**config.mk**
```make
export PLATFORM = sky130hd
export DESIGN_NAME = mbr_tree_sel
export DESIGN_NICKNAME = d
export VERILOG_FILES = /design/src/rtl/mbr_pkg.sv /design/src/rtl/mbr_path_match.sv /design/src/rtl/mbr_path_pick.sv /design/src/rtl/mbr_out_reg.sv /design/src/rtl/mbr_tree_sel.sv
export SDC_FILE = /design/constraint.sdc
export NUM_CORES = 1
export LEC_CHECK = 0
export ABC_CLOCK_PERIOD_IN_PS = 14100
export BUFFER_PORTS_ARGS = -buffer_cell sky130_fd_sc_hd__buf_2
export CAP_MARGIN = 20
export CORE_AREA = 2 2 156 158
export DETAILED_ROUTE_END_ITERATION = 10
export DIE_AREA = 0 0 158 160
export HOLD_SLACK_MARGIN = 0.02
export PLACE_DENSITY = 0.45
export SYNTH_ARGS = -nofsm -noshare
export SYNTH_HDL_FRONTEND = slang
export SYNTH_HIERARCHICAL = 1
export SYNTH_SLANG_ARGS = --single-unit
```
**constraint.sdc**
```tcl
create_clock -name clk -period 14.1 [get_ports clk]
set_clock_uncertainty 0.2 [all_clocks]
set_input_delay 0.705 -clock clk [delete_from_list [all_inputs] [get_ports clk]]
set_output_delay 0.705 -clock clk [all_outputs]
set_load 0.005 [all_outputs]
```
**src/rtl/mbr_pkg.sv**
```systemverilog
package mbr_pkg;

    parameter int unsigned CC_BITS   = 8;
    parameter int unsigned MAX_PATHS = 8;
    parameter int unsigned PC_BITS   = 16;
    parameter int unsigned ALU_SLOTS = 8;
    parameter int unsigned MEM_SLOTS = 4;
    localparam int unsigned SLOT_BITS = ALU_SLOTS + MEM_SLOTS;

    // outcome of scanning the path hit vector
    typedef enum logic [1:0] {
        PICK_ONE   = 2'd0,
        PICK_NONE  = 2'd1,
        PICK_MULTI = 2'd2
    } pick_e;

    function automatic pick_e classify(input int unsigned hits);
        if (hits == 1)      return PICK_ONE;
        else if (hits == 0) return PICK_NONE;
        else                return PICK_MULTI;
    endfunction

endpackage

```
**src/rtl/mbr_path_match.sv**
```systemverilog
module mbr_path_match #(
    parameter int unsigned CC_W = 8
) (
    input  logic [CC_W-1:0] cc,
    input  logic [CC_W-1:0] care,
    input  logic [CC_W-1:0] value,
    input  logic            used,
    output logic            hit
);
    logic [CC_W-1:0] mismatch;

    always_comb begin
        mismatch = (cc ^ value) & care;
        hit      = used && (mismatch == '0);
    end
endmodule

```
**src/rtl/mbr_path_pick.sv**
```systemverilog
module mbr_path_pick
    import mbr_pkg::*;
#(
    parameter int unsigned NP    = 8,
    parameter int unsigned IDX_W = (NP > 1) ? $clog2(NP) : 1
) (
    input  logic [NP-1:0]    hit,
    output logic [IDX_W-1:0] sel,
    output pick_e            status
);
    localparam int unsigned CNT_W = $clog2(NP + 1);

    logic [CNT_W-1:0] cnt;
    logic [IDX_W-1:0] idx;

    always_comb begin
        cnt = '0;
        idx = '0;
        for (int p = 0; p < NP; p++) begin
            if (hit[p]) begin
                cnt = cnt + CNT_W'(1);
                idx = idx | IDX_W'(p);
            end
        end
        status = classify(int'(cnt));
        sel    = (status == PICK_ONE) ? idx : '0;
    end
endmodule

```
**src/rtl/mbr_out_reg.sv**
```systemverilog
module mbr_out_reg
    import mbr_pkg::*;
#(
    parameter int unsigned PC_W     = 16,
    parameter int unsigned SLOT_W   = 12,
    parameter logic [PC_W-1:0] RESET_PC = '0
) (
    input  logic              clk,
    input  logic              rst,
    input  logic              valid,
    input  logic              stall,
    input  pick_e             status,
    input  logic [PC_W-1:0]   target,
    input  logic [SLOT_W-1:0] commit,
    output logic [PC_W-1:0]   pc_q,
    output logic [SLOT_W-1:0] commit_q,
    output logic              err_q
);
    always_ff @(posedge clk) begin
        if (rst) begin
            pc_q     <= RESET_PC;
            commit_q <= '0;
            err_q    <= 1'b0;
        end else if (!stall) begin
            if (valid) begin
                pc_q     <= target;
                commit_q <= commit;
                err_q    <= (status != PICK_ONE);
            end else begin
                commit_q <= '0;
                err_q    <= 1'b0;
            end
        end
    end


    stall_hold_chk: assert property (@(posedge clk) disable iff (rst)
        stall |=> ($stable(pc_q) && $stable(commit_q) && $stable(err_q)));


    idle_clear_chk: assert property (@(posedge clk) disable iff (rst)
        (!valid && !stall) |=> (commit_q == '0 && !err_q && $stable(pc_q)));
endmodule

```
**src/rtl/mbr_tree_sel.sv**
```systemverilog
module mbr_tree_sel
    import mbr_pkg::*;
#(
    parameter int unsigned NCC    = CC_BITS,
    parameter int unsigned NP     = MAX_PATHS,
    parameter int unsigned PC_W   = PC_BITS,
    parameter int unsigned SLOT_W = SLOT_BITS,
    parameter logic [PC_W-1:0] RESET_PC = '0
) (
    input  logic                 clk,
    input  logic                 rst,
    input  logic                 valid_i,
    input  logic                 stall_i,
    input  logic [NCC-1:0]       cc_i,
    input  logic [NP-1:0]        path_used_i,
    input  logic [NP*NCC-1:0]    care_i,
    input  logic [NP*NCC-1:0]    value_i,
    input  logic [NP*PC_W-1:0]   target_i,
    input  logic [NP*SLOT_W-1:0] commit_i,
    output logic [PC_W-1:0]      next_pc_o,
    output logic [SLOT_W-1:0]    commit_o,
    output logic                 err_o
);
    localparam int unsigned IDX_W = (NP > 1) ? $clog2(NP) : 1;

    logic [NP-1:0]     hit;
    logic [IDX_W-1:0]  sel;
    pick_e             status;
    logic [PC_W-1:0]   tgt_arr [NP];
    logic [SLOT_W-1:0] cmt_arr [NP];
    logic [PC_W-1:0]   sel_target;
    logic [SLOT_W-1:0] sel_commit;

    for (genvar p = 0; p < NP; p++) begin : g_path
        mbr_path_match #(.CC_W(NCC)) u_match (
            .cc    (cc_i),
            .care  (care_i [p*NCC +: NCC]),
            .value (value_i[p*NCC +: NCC]),
            .used  (path_used_i[p]),
            .hit   (hit[p])
        );
        assign tgt_arr[p] = target_i[p*PC_W +: PC_W];
        assign cmt_arr[p] = commit_i[p*SLOT_W +: SLOT_W];
    end

    mbr_path_pick #(.NP(NP), .IDX_W(IDX_W)) u_pick (
        .hit    (hit),
        .sel    (sel),
        .status (status)
    );

    always_comb begin
        sel_target = tgt_arr[sel];
        sel_commit = cmt_arr[sel];
    end

    mbr_out_reg #(.PC_W(PC_W), .SLOT_W(SLOT_W), .RESET_PC(RESET_PC)) u_out (
        .clk      (clk),
        .rst      (rst),
        .valid    (valid_i),
        .stall    (stall_i),
        .status   (status),
        .target   (sel_target),
        .commit   (sel_commit),
        .pc_q     (next_pc_o),
        .commit_q (commit_o),
        .err_q    (err_o)
    );


    bad_pick_chk: assert property (@(posedge clk) disable iff (rst)
        (valid_i && !stall_i && !$onehot(hit)) |=>
            (err_o && next_pc_o == $past(target_i[PC_W-1:0])
                   && commit_o == $past(commit_i[SLOT_W-1:0])));


    one_pick_chk: assert property (@(posedge clk) disable iff (rst)
        (valid_i && !stall_i && $onehot(hit)) |=> !err_o);


    unused_quiet_chk: assert property (@(posedge clk) disable iff (rst)
        valid_i |-> ((hit & ~path_used_i) == '0));
endmodule

```
Word-level counts from Yosys, hierarchy flattened
Cells that the tools add are included.
{ "word_totals": {"ff_bits": 29, "output_inout_bits": 29} }
{ "op_classes": {"addsub": 7, "magnitude_cmp": 1, "eq_ne": 1, "n_mux": 26, "bitwise": 18, "reduce_logical": 20} }
{ "ops": {"columns": ["operator", "n"], "rows": [
  ["8-bit AND", 8],
  ["8-bit logical NOT", 8],
  ["8-bit XOR", 8],
  ["16-bit binary-select mux with 3-bit select", 1],
  ["12-bit binary-select mux with 3-bit select", 1],
  ["12-bit two-way mux", 3],
  ["16-bit two-way mux", 2],
  ["4-bit two-way mux", 7],
  ["4-bit by 1-bit adder with 4-bit output, second input constant", 6],
  ["3-bit two-way mux", 5],
  ["1-bit logical AND", 8],
  ["2-bit two-way mux", 4],
  ["4-bit by 1-bit equality test with 1-bit output, second input constant", 1],
  ["4-bit greater-or-equal comparator, second input constant", 1],
  ["4-bit logical NOT", 1],
  ["3-bit inverter with 4-bit output", 1],
  ["1-bit two-way mux", 3],
  ["1-bit by 1-bit adder with 2-bit output, second input constant", 1],
  ["2-bit logical NOT", 1],
  ["2-bit AND reduction", 1],
  ["2-bit nonzero test", 1],
  ["1-bit inverter", 1]
]} }

Depth between registers and ports, before layout
{ "logic_depth": {"ltp_word": 29, "depth_mapped": 32, "mapped_depth_nobuf": 30} }

Cells and area by module
Netlist, hierarchy kept.
{ "by_module_without_submodules": {"columns": ["module", "n_inst", "cells_each", "area_each_um2"], "rows": [
  ["mbr_tree_sel", 1, 99, 1699.1],
  ["mbr_out_reg", 1, 115, 1001.0],
  ["mbr_path_match", 8, 13, 116.4],
  ["mbr_path_pick", 1, 103, 930.9]
]} }

Least setup slack after synthesis
OpenSTA, ideal clock, no wires.
{ "synth_timing": {"kind": "in2reg", "start": "in value_i[12]", "end": "reg u_out.commit_q[0]", "setup_ps": 128, "t_arrival_ps": 6540, "setup_slack_ps": 7232, "stages": 30, "path_buffers": 2, "cell_sequence": "xor2_1 > a22o_1 > a221oi_2 > and4_1 > inv_1 > ha_1 > xor2_1 > ha_1 > nand2_1 > o21ai_0 > ha_1 > a211o_1 > ha_1 > nor2b_1 > nor2_1 > ha_1 > nand2_1 > o21ai_0 > ha_1 > xnor2_1 > xnor3_1 > nor3_4 > o211ai_1 > mux2i_1 > buf_6 > buf_6 > mux4_1 > mux2_2 > a22oi_1 > nor2_1"} }
{ "synth_between": {"elab_chain_len": 27, "elab_cells_between_ends": 35, "cone_classes": "6 x add/sub; 1 x eq/ne; 21 x mux; 3 x bitwise; 4 x reduce/logical"} }
{ "synth_rtl": {"columns": ["item", "line_no", "source"], "rows": [
  ["from (decl)", "mbr_tree_sel.sv:17", "input logic [NP*NCC-1:0] value_i,"],
  ["8-bit XOR (*)", "mbr_path_match.sv:13", "mismatch = (cc ^ value) & care;"],
  ["8-bit AND (*)", "mbr_path_match.sv:13", null],
  ["8-bit logical NOT (*)", "mbr_path_match.sv:14", "hit = used && (mismatch == '0);"],
  ["1-bit logical AND (*)", "mbr_path_match.sv:14", null],
  ["named net hit[1]", "mbr_tree_sel.sv:26", "logic [NP-1:0] hit;"],
  ["4-bit two-way mux", "mbr_path_pick.sv:20", "if (hit[p]) begin"],
  ["4-bit by 1-bit adder with 4-bit output", "mbr_path_pick.sv:21", "cnt = cnt + CNT_W'(1);"],
  ["4-bit two-way mux", "mbr_path_pick.sv:20", null],
  ["[13 not listed]", null, null],
  ["2-bit logical NOT", "mbr_path_pick.sv:26", "sel = (status == PICK_ONE) ? idx : '0;"],
  ["3-bit two-way mux (*)", "mbr_path_pick.sv:26", null],
  ["named net sel[0]", "mbr_tree_sel.sv:27", "logic [IDX_W-1:0] sel;"],
  ["3-bit inverter with 4-bit output (not written as such) (*)", "mbr_tree_sel.sv:54", "sel_commit = cmt_arr[sel];"],
  ["12-bit binary-select mux with 3-bit select (*)", "mbr_tree_sel.sv:54", null],
  ["12-bit two-way mux (not written as such) (*) (2 in a row)", "mbr_tree_sel.sv:54", null],
  ["named net sel_commit[0]", "mbr_tree_sel.sv:32", "logic [SLOT_W-1:0] sel_commit;"],
  ["12-bit two-way mux (*)", "mbr_out_reg.sv:25", "if (valid) begin"],
  ["to (signal assigned)", "mbr_out_reg.sv:27", "commit_q <= commit;"],
  ["to (decl)", "mbr_out_reg.sv:16", "output logic [SLOT_W-1:0] commit_q,"]
]} }
Mark *: on every way through the listed nets, which the timed path passes. The rest lies on a longest branch. The select of a mux whose other input is x is not followed.
A chain may end at the register's enable or synchronous reset.

Worst setup path in the final report
{ "layout_timing": {"start": "in cc_i[2]", "end": "reg u_out.commit_q[1]"} }
{ "layout_between": {"elab_chain_len": 29, "elab_cells_between_ends": 65, "cone_classes": "7 x add/sub; 1 x eq/ne; 22 x mux; 17 x bitwise; 18 x reduce/logical"} }
{ "layout_rtl": {"columns": ["item", "line_no", "source"], "rows": [
  ["from (decl)", "mbr_tree_sel.sv:14", "input logic [NCC-1:0] cc_i,"],
  ["8-bit XOR (*)", "mbr_path_match.sv:13", null],
  ["8-bit AND (*)", "mbr_path_match.sv:13", null],
  ["8-bit logical NOT (*)", "mbr_path_match.sv:14", null],
  ["1-bit logical AND (*)", "mbr_path_match.sv:14", null],
  ["named net hit[0]", "mbr_tree_sel.sv:26", null],
  ["1-bit two-way mux (*)", "mbr_path_pick.sv:20", null],
  ["1-bit by 1-bit adder with 2-bit output", "mbr_path_pick.sv:21", null],
  ["4-bit two-way mux (*)", "mbr_path_pick.sv:20", null],
  ["[15 not listed]", null, null],
  ["2-bit logical NOT (*)", "mbr_path_pick.sv:26", null],
  ["3-bit two-way mux (*)", "mbr_path_pick.sv:26", null],
  ["named net sel[0]", "mbr_tree_sel.sv:27", null],
  ["3-bit inverter with 4-bit output (not written as such) (*)", "mbr_tree_sel.sv:54", null],
  ["12-bit binary-select mux with 3-bit select (*)", "mbr_tree_sel.sv:54", null],
  ["12-bit two-way mux (not written as such) (*) (2 in a row)", "mbr_tree_sel.sv:54", null],
  ["named net sel_commit[1]", "mbr_tree_sel.sv:32", null],
  ["12-bit two-way mux (*)", "mbr_out_reg.sv:25", null]
]} }
Marks and branches as above.

==> flow_summary.yaml <==
outcome:
  status: "complete, no violations"
routing:
  postRouteWirelength_um: 21800
  drtIter0Drc: 252
  dr.pass1.iters: 6
  viasPerCell: 4.54
  wl_per_cell_um: 19.3
  ant_nets: 0
  drc: 0
  vias: 5140
setup_path:
  cp.required_ps: 14040
  timing.rr.start: "u_out/commit_q[1]"
  worst_r2r_endpoint: "u_out/commit_q[1]"
  rr_worst_depth: 2
  cp-start-kind: "input port"
  critPathTopFamily: "adder cells"
  cp_common_cell: "ha_1"
  cp_data_arrival_time_ps: 7730
  cp.depth: 30
  crit_start: "cc_i[2]"
  cp_slowest_cell: "mux4_1"
  endpoint: "u_out/commit_q[1]"
  slowest_delay_ps: 600
  crit_path_max_fanout: 48
  endpoint_kind: "flop"
  path_buf_inv: 4
  rrSetupSlack_ps: 13200
  crit_type: "input port to flop"
yosys:
  synth_top_cell_by_area: "mux4_2"
  ys.flop_type: "dfxtp_1"
  synth_fp_nets: 800
  async_flop_share: 0
  synth-edff-count: 0
  synth_top_area_frac: 0.247
  syn_avg_cell_area_um2: 10.8
  synthCells: 421
  synth_cell_types: 61
  yosys_warnings: 6
  synth-seq-area-share: 0.127
  ys_ff_latch: 29
  syn-cell-area_um2: 4560
  synth_area_leaders: "mux4_2 25%, dfxtp_1 13%, xor2_1 13%, mux2_2 6.9%, nand2_1 4.1%"
sta:
  maxSlewViolCount: 0
  fmax_mhz: 128
  rsz0062_at_grt: "false"
  setup_tns_ps: 0
  setup_viol: 0
  timing.final.crit_share: 0.552
  worst_slew_pin_slew_ps: 776
  finalCriticalPeriod_ps: 7790
  relSlewSlack: 0.483
  final-hold-violation-count: 0
cts:
  post_cts_buffers: 0
  cts_resized: 0
  cts_made_buffers: 5
  ctsHoldBuffers: 0
  root_buffer: "clkbuf_16"
  cts_max_path_buffers: 2
  cts_htree_levels: 2
  clock_sinks: 29
  clkLatencyLatePin_ps: 270
  cts_tree: "yes"
  clkSlewWorstSetupHoldPaths_ps: 60
place:
  gp_congestion: 0.824
  port_buffers: 400
  placedInstanceArea_um2: 6820
  dp_hpwl_um: 18900
global_routing:
  top_usage_layer: "met2"
  grt_pass1_wl_um: 30500
  grt_pass1_vias: 5285
  track_usage: 0.161
  grt_util_met3: 0.0345
  overflow: 0
  antenna_found_initial: 2
  grt_util_met2: 0.320
  grt_max_degree: 57
  grt_use_met1: 0.161
cells_and_area:
  stdcell_area_um2: 7040
  syn_to_final_growth_pct: 54.4
  layout_commonest_cell: "buf_2"
  mostFrequentLayoutCells: "400 x buf_2, 66 x xor2_1, 50 x mux4_2, 50 x nand2_1, 29 x dfxtp_1"
  nFillCells: 2653
  final_nets: 1183
  drive_above_1_share: 0.650
power:
  leakage_nw: 3.30
  ir_drop_uv: 41.3
  powerDensity_nw_per_um2: 70.8
die:
  die_y_um: 160
  die_w_um: 158
  core_area_um2: 23800
  initial_utilization: 0.192
  ios: 401
  core.rowCount: 57
  dieArea_um2: 25300
hold_path:
  min_path_type: "flop to flop"
  whs_path_depth: 2
run:
  cap_violations: 0
-- stage by stage --
stage,hold WS [ps],std cells,total power [W],worst slack (ps),util
floorplan,253,421,0.000262,7230,-
global placement,242,1120,0.000362,5670,0.286
detailed placement,245,1120,0.000361,5600,0.286
CTS,252,1128,0.000504,5910,0.294
global route,272,1130,0.000530,5780,0.296
finish,255,1132,0.000499,6310,0.296
-- flip-flops by register name, indices dropped and copies added (netlist names) --
name and cells:
u_out/commit_q 12, u_out/pc_q 16, u_out/err_q 1
-- how the worst min path moves through the flow --
stage,start,endpoint,slack [ps]
after global routing,u_out/pc_q[8],u_out/pc_q[8],270
final,u_out/pc_q[12],u_out/pc_q[12],260
after floorplan,u_out/err_q,u_out/err_q,250
after CTS,u_out/pc_q[3],u_out/pc_q[3],250
after global placement,u_out/pc_q[5],u_out/pc_q[5],240
after detailed placement,u_out/pc_q[3],u_out/pc_q[3],240
-- worst register-to-register path, cell delays in order, from the launching register on --
cell	delay, ps
dfxtp_1	310
a22oi_1	190
nor2_1	60
-- routing by layer --
metal  up-vias  wire length [um]
met5         -                 0
met3        25              1880
met4         0               637
met1      2419              7530
li1       2421                 -
met2       275             11800
-- area by class of cell --
type | instances | area (um^2) | share of cell area
diodes | 3 | 7.51 | 0.00107
clock buffers | 5 | 125 | 0.0178
clock inverters | 3 | 65.1 | 0.00924
inverters | 10 | 37.5 | 0.00533
multi-input cells | 353 | 3760 | 0.534
flip-flops and latches | 29 | 581 | 0.0824
well taps | 324 | 405 | 0.0575
repair buffers | 405 | 2060 | 0.292
-- cells by family after synthesis --
family,count (synthesis),synth area share
muxes,90,0.365
adders and majority gates,7,0.0192
DFF,29,0.127
xor gates and xnor gates,79,0.173
AOI/OAI and AO/OA,84,0.161
and+or+nand+nor,93,0.0996
buffers and inverters,39,0.0559
-- power by group --
group          leakage (nW)  internal, W  switching [W]
sequential            0.237    0.0000887     0.00000333
clock                0.0938     0.000101      0.0000398
combinational          2.97     0.000146       0.000120
total                  3.30     0.000336       0.000163
-- synthesized netlist by cell type, drive strengths merged (4+ instances only) --
library cell	instances
ha	7
a221oi	8
inv	10
xnor3	4
mux2	29
o211ai	6
nor2	18
nand2	51
a22o	8
a21oi	18
clkbuf	9
mux2i	5
o21ai	9
mux4	56
xnor2	7
and4	9
xor2	68
a222oi	8
buf	20
dfxtp	29
a22oi	13
Note: power is estimated with default switching activity, not from simulation.
